## src/rtl/tmr_pkg.sv

```systemverilog
package tmr_pkg;
  localparam int DATA_W = 32;
  localparam int CTRL_W = 11;
  localparam int CH_AW  = 2;
  localparam int REG_AW = 2;
  localparam int ADDR_W = CH_AW + REG_AW;

  // control bit positions
  localparam int B_MODE = 0;
  localparam int B_DOWN = 1;
  localparam int B_GEN  = 2;
  localparam int B_CAP  = 3;
  localparam int B_ARL  = 4;
  localparam int B_LDB  = 5;
  localparam int B_IEN  = 6;
  localparam int B_RUN  = 7;
  localparam int B_FLAG = 8;
  localparam int B_PWM  = 9;
  localparam int B_ALL  = 10;

  // stored control bits: everything except the flag slot
  localparam logic [CTRL_W-1:0] CTRL_KEEP = ~(CTRL_W'(1) << B_FLAG);

  typedef enum logic [REG_AW-1:0] {
    RG_CTRL = 2'd0,
    RG_LOAD = 2'd1,
    RG_CNT  = 2'd2,
    RG_RSVD = 2'd3
  } reg_sel_e;
endpackage

```

## src/rtl/tmr_rst_sync.sv

```systemverilog
module tmr_rst_sync (
  input  logic clk,
  input  logic rst_n_in,
  output logic rst_n_out
);
  logic [1:0] sync_q;

  always_ff @(posedge clk or negedge rst_n_in) begin
    if (!rst_n_in) sync_q <= 2'b00;
    else           sync_q <= {sync_q[0], 1'b1};
  end

  assign rst_n_out = sync_q[1];
endmodule

```

## src/rtl/tmr_channel.sv

```systemverilog
module tmr_channel
  import tmr_pkg::*;
(
  input  logic              clk,
  input  logic              rst_n,
  input  logic              ctrl_we,
  input  logic              load_we,
  input  logic [DATA_W-1:0] wdata,
  output logic [DATA_W-1:0] ctrl_rd,
  output logic [DATA_W-1:0] load_rd,
  output logic [DATA_W-1:0] cnt_rd,
  output logic              irq_req
);
  logic [CTRL_W-1:0] ctrl_q, ctrl_d;
  logic              flag_q, flag_d;
  logic [DATA_W-1:0] load_q, load_d;
  logic [DATA_W-1:0] cnt_q, cnt_d;
  logic              at_term;
  logic              expire;
  logic              flag_clr;
  logic              regs_en;

  assign at_term  = ctrl_q[B_DOWN] ? (cnt_q == '0) : (cnt_q == '1);
  assign expire   = ctrl_q[B_RUN] & at_term;
  assign flag_clr = ctrl_we & wdata[B_FLAG];
  assign regs_en  = ctrl_q[B_RUN] | ctrl_we | load_we;

  // next state
  always_comb begin
    ctrl_d = ctrl_q;
    load_d = load_q;
    cnt_d  = cnt_q;
    if (ctrl_q[B_RUN]) begin
      if (at_term) begin
        if (ctrl_q[B_ARL]) cnt_d = load_q;
        else               ctrl_d[B_RUN] = 1'b0;
      end else if (ctrl_q[B_DOWN]) begin
        cnt_d = cnt_q - DATA_W'(1);
      end else begin
        cnt_d = cnt_q + DATA_W'(1);
      end
    end
    if (load_we) load_d = wdata;
    if (ctrl_we) begin
      ctrl_d = wdata[CTRL_W-1:0] & CTRL_KEEP;
      if (wdata[B_RUN]) cnt_d = load_q;
    end
    flag_d = expire | (flag_q & ~flag_clr);
  end

  // registers
  always_ff @(posedge clk or negedge rst_n) begin
    if (!rst_n) begin
      ctrl_q <= '0;
      load_q <= '0;
      cnt_q  <= '0;
      flag_q <= 1'b0;
    end else begin
      if (regs_en) begin
        ctrl_q <= ctrl_d;
        load_q <= load_d;
        cnt_q  <= cnt_d;
      end
      flag_q <= flag_d;
    end
  end

  assign ctrl_rd = {{(DATA_W-CTRL_W){1'b0}}, ctrl_q | (CTRL_W'(flag_q) << B_FLAG)};
  assign load_rd = load_q;
  assign cnt_rd  = cnt_q;
  assign irq_req = flag_q & ctrl_q[B_IEN];

  // a run write preloads the count
  a_r4_preload: assert property (@(posedge clk) disable iff (!rst_n)
    (ctrl_we && wdata[B_RUN]) |=> (cnt_q == $past(load_q)));

  // reaching the terminal value while running raises the flag
  a_r5_flag_on_terminal: assert property (@(posedge clk) disable iff (!rst_n)
    (ctrl_q[B_RUN] && at_term) |=> flag_q);

  // a one-shot channel halts after expiry
  a_r7_oneshot_halts: assert property (@(posedge clk) disable iff (!rst_n)
    (ctrl_q[B_RUN] && at_term && !ctrl_q[B_ARL] && !ctrl_we) |=> !ctrl_q[B_RUN]);

  // only a one in the flag slot clears the flag
  a_r8_zero_keeps_flag: assert property (@(posedge clk) disable iff (!rst_n)
    (flag_q && !(ctrl_we && wdata[B_FLAG])) |=> flag_q);

  // a stopped channel holds its count
  a_r13_idle_holds: assert property (@(posedge clk) disable iff (!rst_n)
    (!ctrl_q[B_RUN] && !ctrl_we) |=> $stable(cnt_q));
endmodule

```

## src/rtl/tmr_readmux.sv

```systemverilog
module tmr_readmux
  import tmr_pkg::*;
#(
  parameter int NUM_CH = 3
) (
  input  logic                          clk,
  input  logic                          rst_n,
  input  logic [CH_AW-1:0]              ch_sel,
  input  logic [REG_AW-1:0]             reg_sel,
  input  logic                          in_range,
  input  logic [NUM_CH-1:0][DATA_W-1:0] ctrl_rd,
  input  logic [NUM_CH-1:0][DATA_W-1:0] load_rd,
  input  logic [NUM_CH-1:0][DATA_W-1:0] cnt_rd,
  input  logic [NUM_CH-1:0]             irq_req,
  output logic [DATA_W-1:0]             rd_data,
  output logic                          irq
);
  logic [DATA_W-1:0] ch_word;

  always_comb begin
    ch_word = '0;
    for (int i = 0; i < NUM_CH; i++) begin
      if (ch_sel == CH_AW'(i)) begin
        unique case (reg_sel)
          RG_CTRL: ch_word = ctrl_rd[i];
          RG_LOAD: ch_word = load_rd[i];
          RG_CNT:  ch_word = cnt_rd[i];
          default: ch_word = '0;
        endcase
      end
    end
  end

  assign rd_data = in_range ? ch_word : '0;
  assign irq     = |irq_req;

  // reserved and absent words read zero
  a_r10_empty_reads_zero: assert property (@(posedge clk) disable iff (!rst_n)
    (!in_range || reg_sel == RG_RSVD) |-> (rd_data == '0));
endmodule

```

## src/rtl/tmr_bank.sv

```systemverilog
module tmr_bank
  import tmr_pkg::*;
#(
  parameter int NUM_CH = 3
) (
  input  logic              clk,
  input  logic              rst_n,
  input  logic              wr_en,
  input  logic [3:0]        addr,
  input  logic [31:0]       wr_data,
  output logic [31:0]       rd_data,
  output logic              irq
);
  logic                          rst_n_s;
  logic [CH_AW-1:0]              ch_sel;
  logic [REG_AW-1:0]             reg_sel;
  logic                          in_range;
  logic [NUM_CH-1:0][DATA_W-1:0] ctrl_rd;
  logic [NUM_CH-1:0][DATA_W-1:0] load_rd;
  logic [NUM_CH-1:0][DATA_W-1:0] cnt_rd;
  logic [NUM_CH-1:0]             irq_req;

  assign ch_sel   = addr[ADDR_W-1:REG_AW];
  assign reg_sel  = addr[REG_AW-1:0];
  assign in_range = {1'b0, ch_sel} < (CH_AW+1)'(NUM_CH);

  tmr_rst_sync u_rst_sync (
    .clk       (clk),
    .rst_n_in  (rst_n),
    .rst_n_out (rst_n_s)
  );

  for (genvar g = 0; g < NUM_CH; g++) begin : g_ch
    logic hit;
    assign hit = wr_en && (ch_sel == CH_AW'(g));
    tmr_channel u_ch (
      .clk     (clk),
      .rst_n   (rst_n_s),
      .ctrl_we (hit && reg_sel == RG_CTRL),
      .load_we (hit && reg_sel == RG_LOAD),
      .wdata   (wr_data),
      .ctrl_rd (ctrl_rd[g]),
      .load_rd (load_rd[g]),
      .cnt_rd  (cnt_rd[g]),
      .irq_req (irq_req[g])
    );
  end

  tmr_readmux #(.NUM_CH(NUM_CH)) u_rmux (
    .clk      (clk),
    .rst_n    (rst_n_s),
    .ch_sel   (ch_sel),
    .reg_sel  (reg_sel),
    .in_range (in_range),
    .ctrl_rd  (ctrl_rd),
    .load_rd  (load_rd),
    .cnt_rd   (cnt_rd),
    .irq_req  (irq_req),
    .rd_data  (rd_data),
    .irq      (irq)
  );
endmodule

```

## config.mk

```make
export PLATFORM = sky130hd
export DESIGN_NAME = tmr_bank
export DESIGN_NICKNAME = d
export VERILOG_FILES = /design/src/rtl/tmr_pkg.sv /design/src/rtl/tmr_rst_sync.sv /design/src/rtl/tmr_channel.sv /design/src/rtl/tmr_readmux.sv /design/src/rtl/tmr_bank.sv
export SDC_FILE = /design/constraint.sdc
export NUM_CORES = 1
export LEC_CHECK = 0
export BUFFER_PORTS_ARGS = -buffer_cell sky130_fd_sc_hd__buf_2
export CORE_ASPECT_RATIO = 1.75
export CORE_MARGIN = 2
export CORE_UTILIZATION = 57
export DETAILED_ROUTE_END_ITERATION = 8
export PLACE_DENSITY = 0.78
export SYNTH_ARGS = -nofsm -noshare
export SYNTH_HDL_FRONTEND = slang
export SYNTH_SLANG_ARGS = --single-unit
```

## constraint.sdc

```tcl
create_clock -name clk -period 7.1 [get_ports clk]
set_clock_uncertainty 0.2 [all_clocks]
set_input_delay 1.42 -clock clk [delete_from_list [all_inputs] [get_ports clk]]
set_output_delay 1.42 -clock clk [all_outputs]
set_load 0.005 [all_outputs]
```

==> results of run 1 <==
Yosys cell counts (all sizes together) (39+ instances only):
master / instances / area, µm²
o21ai: 140 / 711.9
dfrtp: 227 / 5680
nor2: 143 / 536.8
a22oi: 39 / 292.8
clkbuf: 84 / 315.3
mux2i: 81 / 810.8
o22ai: 61 / 381.6
xnor2: 41 / 359.1
a21oi: 165 / 840.8
a21o: 61 / 457.9
ha: 90 / 1126
mux2: 111 / 1254
nand2: 215 / 812.0
registers in the layout, summed over array words and instances, names as in the netlist:
signal and cells:
g_ch.u_ch.ctrl_q 30, g_ch.u_ch.flag_q 3, g_ch.u_ch.load_rd 96, u_rst_sync.sync_q 2, g_ch.u_ch.cnt_rd 96
area by class of cell:
| cell class | instances | area [µm²] | area share, % |
|---|---|---|---|
| inverter | 24 | 90.09 | 0.4920 |
| clock buffer | 28 | 593.1 | 3.239 |
| tap | 382 | 478.0 | 2.610 |
| timing repair buffer | 101 | 580.6 | 3.170 |
| clock inverter | 11 | 151.4 | 0.8268 |
| sequential | 227 | 5684 | 31.04 |
| multi-input combinational | 1560 | 10730 | 58.62 |
worst paths after layout:
| kind | from | to | slack [ns] | depth (start not counted) |
|---|---|---|---|---|
| max | addr[1] | rd_data[24] | 1.51 | 8 |
| min | u_rst_sync.sync_q[0]$_DFF_PN0_ | u_rst_sync.sync_q[1]$_DFF_PN0_ | 0.16 | 0 |
| max reg2reg | g_ch[2].u_ch.ctrl_q[1]$_DFFE_PN0P_ | g_ch[2].u_ch.cnt_rd[30]$_DFFE_PN0N_ | 3.21 | 11 |
| min reg2reg | u_rst_sync.sync_q[0]$_DFF_PN0_ | u_rst_sync.sync_q[1]$_DFF_PN0_ | 0.16 | 0 |
| max in group asynchronous | u_rst_sync.sync_q[1]$_DFF_PN0_ | g_ch[2].u_ch.cnt_rd[31]$_DFFE_PN0N_ | 4.67 | 2 |
| min in group asynchronous | u_rst_sync.sync_q[1]$_DFF_PN0_ | g_ch[2].u_ch.cnt_rd[4]$_DFFE_PN0N_ | 0.37 | 1 |
layer usage:
layer	up-vias	routed length, µm	track usage [%]
met5	-	0	0
met4	0	4245	23.78
met3	246	4327	4.933
met2	853	28780	65.35
met1	7845	21220	43.90
li1	7248	-	-
cell families (layout without fill, tap and decap cells):
logic type,count (synthesis),after routing,share of synthesized area (%)
xor gates and xnor gates,72,72,3.732
AOI/OAI and AO/OA,639,639,24.84
adders and majority gates,93,93,7.020
muxes,192,192,12.22
other,1,1,0.02219
and+or+nand+nor,563,563,15.56
DFF,227,227,33.62
buffers and inverters,128,164,2.992
power by group:
group	internal (mW)	switching [mW]
clock	0.706	0.549
sequential	1.74	0.873
combinational	1.83	2.41
layout by cell type, fill, tap and decap left out, types with 71 or more instances in the layout:
cell                        n
sky130_fd_sc_hd__dfrtp_1  226
sky130_fd_sc_hd__nand2_1  213
sky130_fd_sc_hd__a21oi_1  161
sky130_fd_sc_hd__nor2_1   140
sky130_fd_sc_hd__o21ai_0  126
sky130_fd_sc_hd__mux2_2   110
sky130_fd_sc_hd__ha_1      90
sky130_fd_sc_hd__mux2i_1   81
sky130_fd_sc_hd__buf_2     71
metrics by stage:
stage	power [mW]	hold slack (ns)
after floorplan	5.451	0.1312
after global placement	6.612	0.1416
after detailed placement	6.728	0.1465
after CTS	8.002	0.1614
after global routing	8.643	0.1789
final	8.119	0.1556
critical path, cell delays in order:
cell	delay [ns]
sky130_fd_sc_hd__buf_2	0.47
sky130_fd_sc_hd__nor2b_4	0.95
sky130_fd_sc_hd__buf_4	0.39
sky130_fd_sc_hd__a22oi_1	0.11
sky130_fd_sc_hd__nor2_1	0.14
sky130_fd_sc_hd__nor2_1	0.05
sky130_fd_sc_hd__nor3_1	0.26
sky130_fd_sc_hd__buf_2	0.17
==> impl_summary.md, run 1 <==
Finish
Measured on the finished design, the core utilization comes to 62.53%. The signed area change from the synthesized netlist to the final layout is 8.375%. Cells with a size suffix above 1 make up 14.66% of the layout.

After the last flow step, the layout net total stands at 2068. The finished layout holds 2333 standard cells, fillers aside. Summing all non-filler instances in the final layout gives an area of 0.01831 mm². The antenna diode count is 0.

The filler cells instantiated in the layout total 2548.

Power and ir drop
The power per standard cell area is 443.4 mW/mm². The maximum vdd ir drop is 236.0 µV. The leakage dissipation is 8.127 nW.

Yosys
The number of nets in the synthesized netlist is 2047. The mean instance size in the synthesized netlist is 8.823 µm². The number of standard cells after synthesis is 1915. The number of distinct library cell variants in the gate-level netlist after synthesis is 83. The share of the Yosys chip area taken by registers is 33.62%. The synthesized netlist occupies a cell area of 0.01690 mm². Counting flops with an async set or reset pin after synthesis yields a share of 100.0%. The commonest register cell after synthesis is sky130_fd_sc_hd__dfrtp_1. Synthesis inferred 227 register bits. Yosys mapped a number of flops with a built-in enable equal to 0. The Yosys step of the flow raised 0 warnings.

Clocking
Counting along the longest clock path gives a buffer depth of 3. The cell at the root of the clock tree is sky130_fd_sc_hd__clkbuf_16. The clock-pin slew on the worst setup and hold paths is 0.06 ns. For this design, the CTS-stage hold fixing added 0 buffers.

Once the clock tree was built, the setup fixing pass inserted 0 buffers. The insertion delay of the later-clocked pin in the worst-skew pair is 0.55 ns. TritonCTS built the clock tree. TritonCTS created 22 clock buffers. The H-tree level count is 1. Once the clock tree was built, the resizer swapped 0 gates to a different size. The clock net in this run drives a total of 227 sinks.

Run
The number of maximum-capacitance violations is 0.

Die
The initial core utilization is 57.69%. The core area is 0.02929 mm². The height of the chip is 231.8 µm.

The top-level port count is 72. The number of rows created at floorplan is 83. The die width is 134.2 µm. The die area is 0.03109 mm².

Timing
Setup slack closes at 1.512 ns. Setup violations remaining at the end of the flow were counted as 0. Setup repair after global routing left no endpoint under its margin. The achievable clock frequency is 178.9 MHz. The number of max-slew violations in the final report is 0.

The post-route minimum period is 5.588 ns. After layout, the worst path uses 78.71% of the clock period. The remaining max-slew budget at the tightest pin is 19.67%. The final hold violation count is 0. The aggregate negative setup slack is 0 ns. The slew at the pin closest to its max-slew limit is 1.200 ns.

Worst setup path
The worst setup path is launched from an input port. In this run the worst path has a maximum fanout of 45. STA puts the critical path data required time at 5.48 ns.

The worst setup path category is in -> out. The data arrival time of the critical path is 3.97 ns. The kind of end point of the critical path is an output pin.

GRT
The via count of the first global-routing pass is 16115. The number of antenna violations at the first check in global routing is 0. Global routing finished with a remaining overflow of 0. Entering global routing, the biggest net connects 81 pins. Across every metal layer, demand over resource in global routing totals 37.74%. The first global-routing pass estimated 91100 µm of wire.

Run status
The checks that failed: design-rule violations. The flow ran to the end, but the final reports show violations.

Worst hold path
The worst min-delay path class is reg -> reg.

Placement
The post-DP HPWL is 44230 µm. The number of input and output port buffers inserted is 71. The worst setup timing slack at the placement stage is 1.604 ns. The congestion estimate from routability-driven global placement came to 0.9842. After detailed placement, the total cell area comes to 0.01757 mm². The number of placed instances, taps included, is 2294.

Routing
The first routing iteration left 1357 violations. The total via count in the routed design is 16192. In this run the remaining antenna-violating nets after routing total 0. The post-detailed-route wirelength per cell is 25.11 µm.

The per-cell via count in the routed design is 6.940. The routed wire length is 58570 µm. The first detailed-routing pass took 9 iterations. The DRC violation count after routing is 2.
No activity file was read; power rests on OpenSTA's default activity.
==> inputs of run 2 (changes only) <==
==> constraint.sdc (replaced) <==
create_clock -name clk -period 4.9 [get_ports clk]
set_clock_uncertainty 0.2 [all_clocks]
set_input_delay 0.98 -clock clk [delete_from_list [all_inputs] [get_ports clk]]
set_output_delay 0.98 -clock clk [all_outputs]
set_load 0.005 [all_outputs]
==> run 2 against run 1 <==
Compared with the run above:
- the flow now finishes without violations
- cell count up 0.56%
- utilization up 0.58 points
- via count up 0.98%
- hold slack worse by 0.13 ns
- largest cell class unchanged
- highest routed layer unchanged
==> impl_summary.md, run 2 (synthesis results as in run 1) <==
Die
The initial utilization of the core area, before any placement, comes to 57.69%. The top-level port count is 72. The core region is 0.02929 mm². The initialized floorplan defines 83 standard-cell rows. The die area is 0.03109 mm². The die width is 134.2 µm. In this run the vertical extent of the chip is 231.8 µm.

Power and ir drop
The post-route total power is 11.84 mW. The maximum vdd ir drop is 418.6 µV. Per report_power, the combinational group accounts for 52.4% of the total.

For this design the total switching power over the nets is 5.573 mW. The internal power is 6.268 mW. The power per standard cell area is 640.8 mW/mm². Sequential cells account for 31.9% of the total power. The leakage dissipation is 8.210 nW. In this run, the clock network consumes 15.7% of the power. Net switching is 47.06% of the power.

Finish
The post-route core utilization is 63.10%. The sequential cells in the finished layout cover a total of 0.005684 mm². After routing the design area is 0.01848 mm². The fraction of layout instances using a drive strength above 1 is 15.09%. The signed area change from the synthesized netlist to the final layout is 9.375%. The final net count is 2080. After filler insertion, the fill cell instance count of the layout stands at 2586. The library cells used most frequently in the layout, excluding fill and tap cells, are sky130_fd_sc_hd__dfrtp_1 (226), sky130_fd_sc_hd__nand2_1 (213), sky130_fd_sc_hd__a21oi_1 (161), sky130_fd_sc_hd__nor2_1 (140), sky130_fd_sc_hd__o21ai_0 (126). In the final layout, the multi-input gates occupy 0.01073 mm². The library cell used most frequently in the layout, excluding fill and tap cells, is sky130_fd_sc_hd__dfrtp_1.

Worst setup path
The worst setup path is captured at an output pin. The worst register-to-register path ends at g_ch[0].u_ch.cnt_rd[30]$_DFFE_PN0N_. The slowest stage cell on the critical path is sky130_fd_sc_hd__buf_2. The worst-case reg-to-reg path depth is 10. The data arrival time of the critical path is 2.89 ns. Grouping stages by cell kind, the critical path spends the most delay in buffers and inverters. The worst register-to-register path has a setup slack of 0.98 ns. The worst endpoint required time is 3.72 ns. The largest stage delay on the critical path is 0.49 ns. The worst setup path category is in -> out. The number of buffers and inverters on the critical path is 3. The worst setup path is launched from an input port.

Of all nets on the critical path, the largest fanout is 33. The worst register-to-register path begins at g_ch[0].u_ch.ctrl_q[1]$_DFFE_PN0P_. In this run the number of cells on the critical path is 8. Walking the worst path, the cells encountered are buf_2 > nor2b_2 > buf_4 > a22oi_1 > nor2_1 > nor2_1 > nor3_1 > buf_2.

Clocking
The total clock buffers created by CTS is 22. The CTS sink count is 227. CTS built an H-tree with a depth of 1. The clock-pin slew on the worst setup and hold paths is 0.06 ns. The cell sitting at the root of the clock tree is a sky130_fd_sc_hd__clkbuf_16. The clock passes through at most 3 buffers. The number of buffers inserted by post-CTS setup repair is 0.

The post-cts sizing count is 0. The quantity of hold-fixing buffers added after cts is 0. The insertion delay of the later-clocked pin in the worst-skew pair is 0.54 ns.

TritonCTS built the clock tree.

Routing
The post-detailed-route wirelength per cell is 25.52 µm. The count of TritonRoute iterations in the first routing pass is 5. The routed layout has 16350 vias.

In the routed layout, each cell is associated on average with a via count of 6.969. After detailed routing, the total wire length is 59880 µm. The DRC violation total after the first TritonRoute iteration is 1400.

The DRC violation count after routing is 0. The detail route stage leaves a number of antenna-violating nets equal to 0.

Placement
In this run the tool buffered the top-level ports with 71 buffer cells. The placed instances occupy a cell area of 0.01772 mm². Routability-driven placement finished with a final weighted congestion of 1.007. The post-DP HPWL is 45310 µm.

GRT
The number of antenna violations at the first check in global routing came to 3. For this run, the total global-route usage over all layers was measured as 38.53%. Summed over all layers, the global routing overflow is 0.

The via count of the first global-routing pass is 16368. The global-route wire length before repair is 92240 µm. The maximum number of pins on one net before global-route repair is 123.

Timing
The number of endpoints failing setup at the final stage is 0. The post-route minimum period is 4.069 ns. The final-layout worst hold slack is 0.02157 ns. Dividing the final minimum period by the clock period gives 83.04%. The aggregate negative setup slack is 0 ns. At the pin with the least slew margin, the transition time is 0.9616 ns.

Timing would allow up to 245.8 MHz. The number of max-slew violations in the final report came to 0. The final hold violation count is 0. The remaining max-slew budget at the tightest pin is 35.66%. Setup repair after global routing left no endpoint under its margin.

Run status
The run finished with clean final reports.

Worst hold path
The worst min-delay path class is in -> async.

Run
Across the run, the number of max-cap violations was 0.
-- run 2: cell types whose count changed in the layout (fill, tap and decap cells not counted), sizes merged --
cell / delta
bufinv: +1
diode: +2
clkinv: -2
clkbuf: +1
buf: +12
inv: -1
-- run 2: how the worst max path moves through the flow --
stage                     slack, ns                                  to                      startpoint
after floorplan                0.97  g_ch[0].u_ch.cnt_rd[0]$_DFFE_PN0N_  u_rst_sync.sync_q[1]$_DFF_PN0_
after global placement         0.93                         rd_data[10]                         addr[0]
after detailed placement       0.91                         rd_data[24]                         addr[0]
after CTS                      0.88                         rd_data[24]                         addr[0]
after global routing           0.79                         rd_data[24]                         addr[0]
final                          0.83                         rd_data[24]                         addr[0]
-- run 2: metrics by stage --
stage / setup slack, ns / cells
floorplan: 0.9685 / 1915
global placement: 0.9328 / 2306
detailed placement: 0.9057 / 2306
CTS: 0.8816 / 2344
global route: 0.7918 / 2346
finish: 0.8310 / 2346
-- run 2: area by class of cell --
cell class | count | share of cell area, %
antenna | 2 | 0.02708
clock buffer | 29 | 3.230
clock inverter | 9 | 0.8599
inverter | 24 | 0.4875
multi-input combinational | 1560 | 58.08
sequential | 227 | 30.76
tap | 382 | 2.586
timing repair buffer | 113 | 3.968
-- run 2: layer usage --
layer	track usage, %	wire, µm	vias up
met3	4.868	4353	305
met4	26.78	4841	0
met5	0	0	-
met1	42.81	20590	7873
met2	67.90	30090	896
li1	-	-	7276
-- run 2: power by group through the flow --
stage	Clock, mW	Combinational [mW]	Sequential [mW]
after floorplan	0	4.71	3.19
after global placement	0	5.89	3.72
after detailed placement	0	6.05	3.73
after CTS	1.86	6.10	3.70
after global routing	1.93	6.82	3.82
final	1.86	6.20	3.78
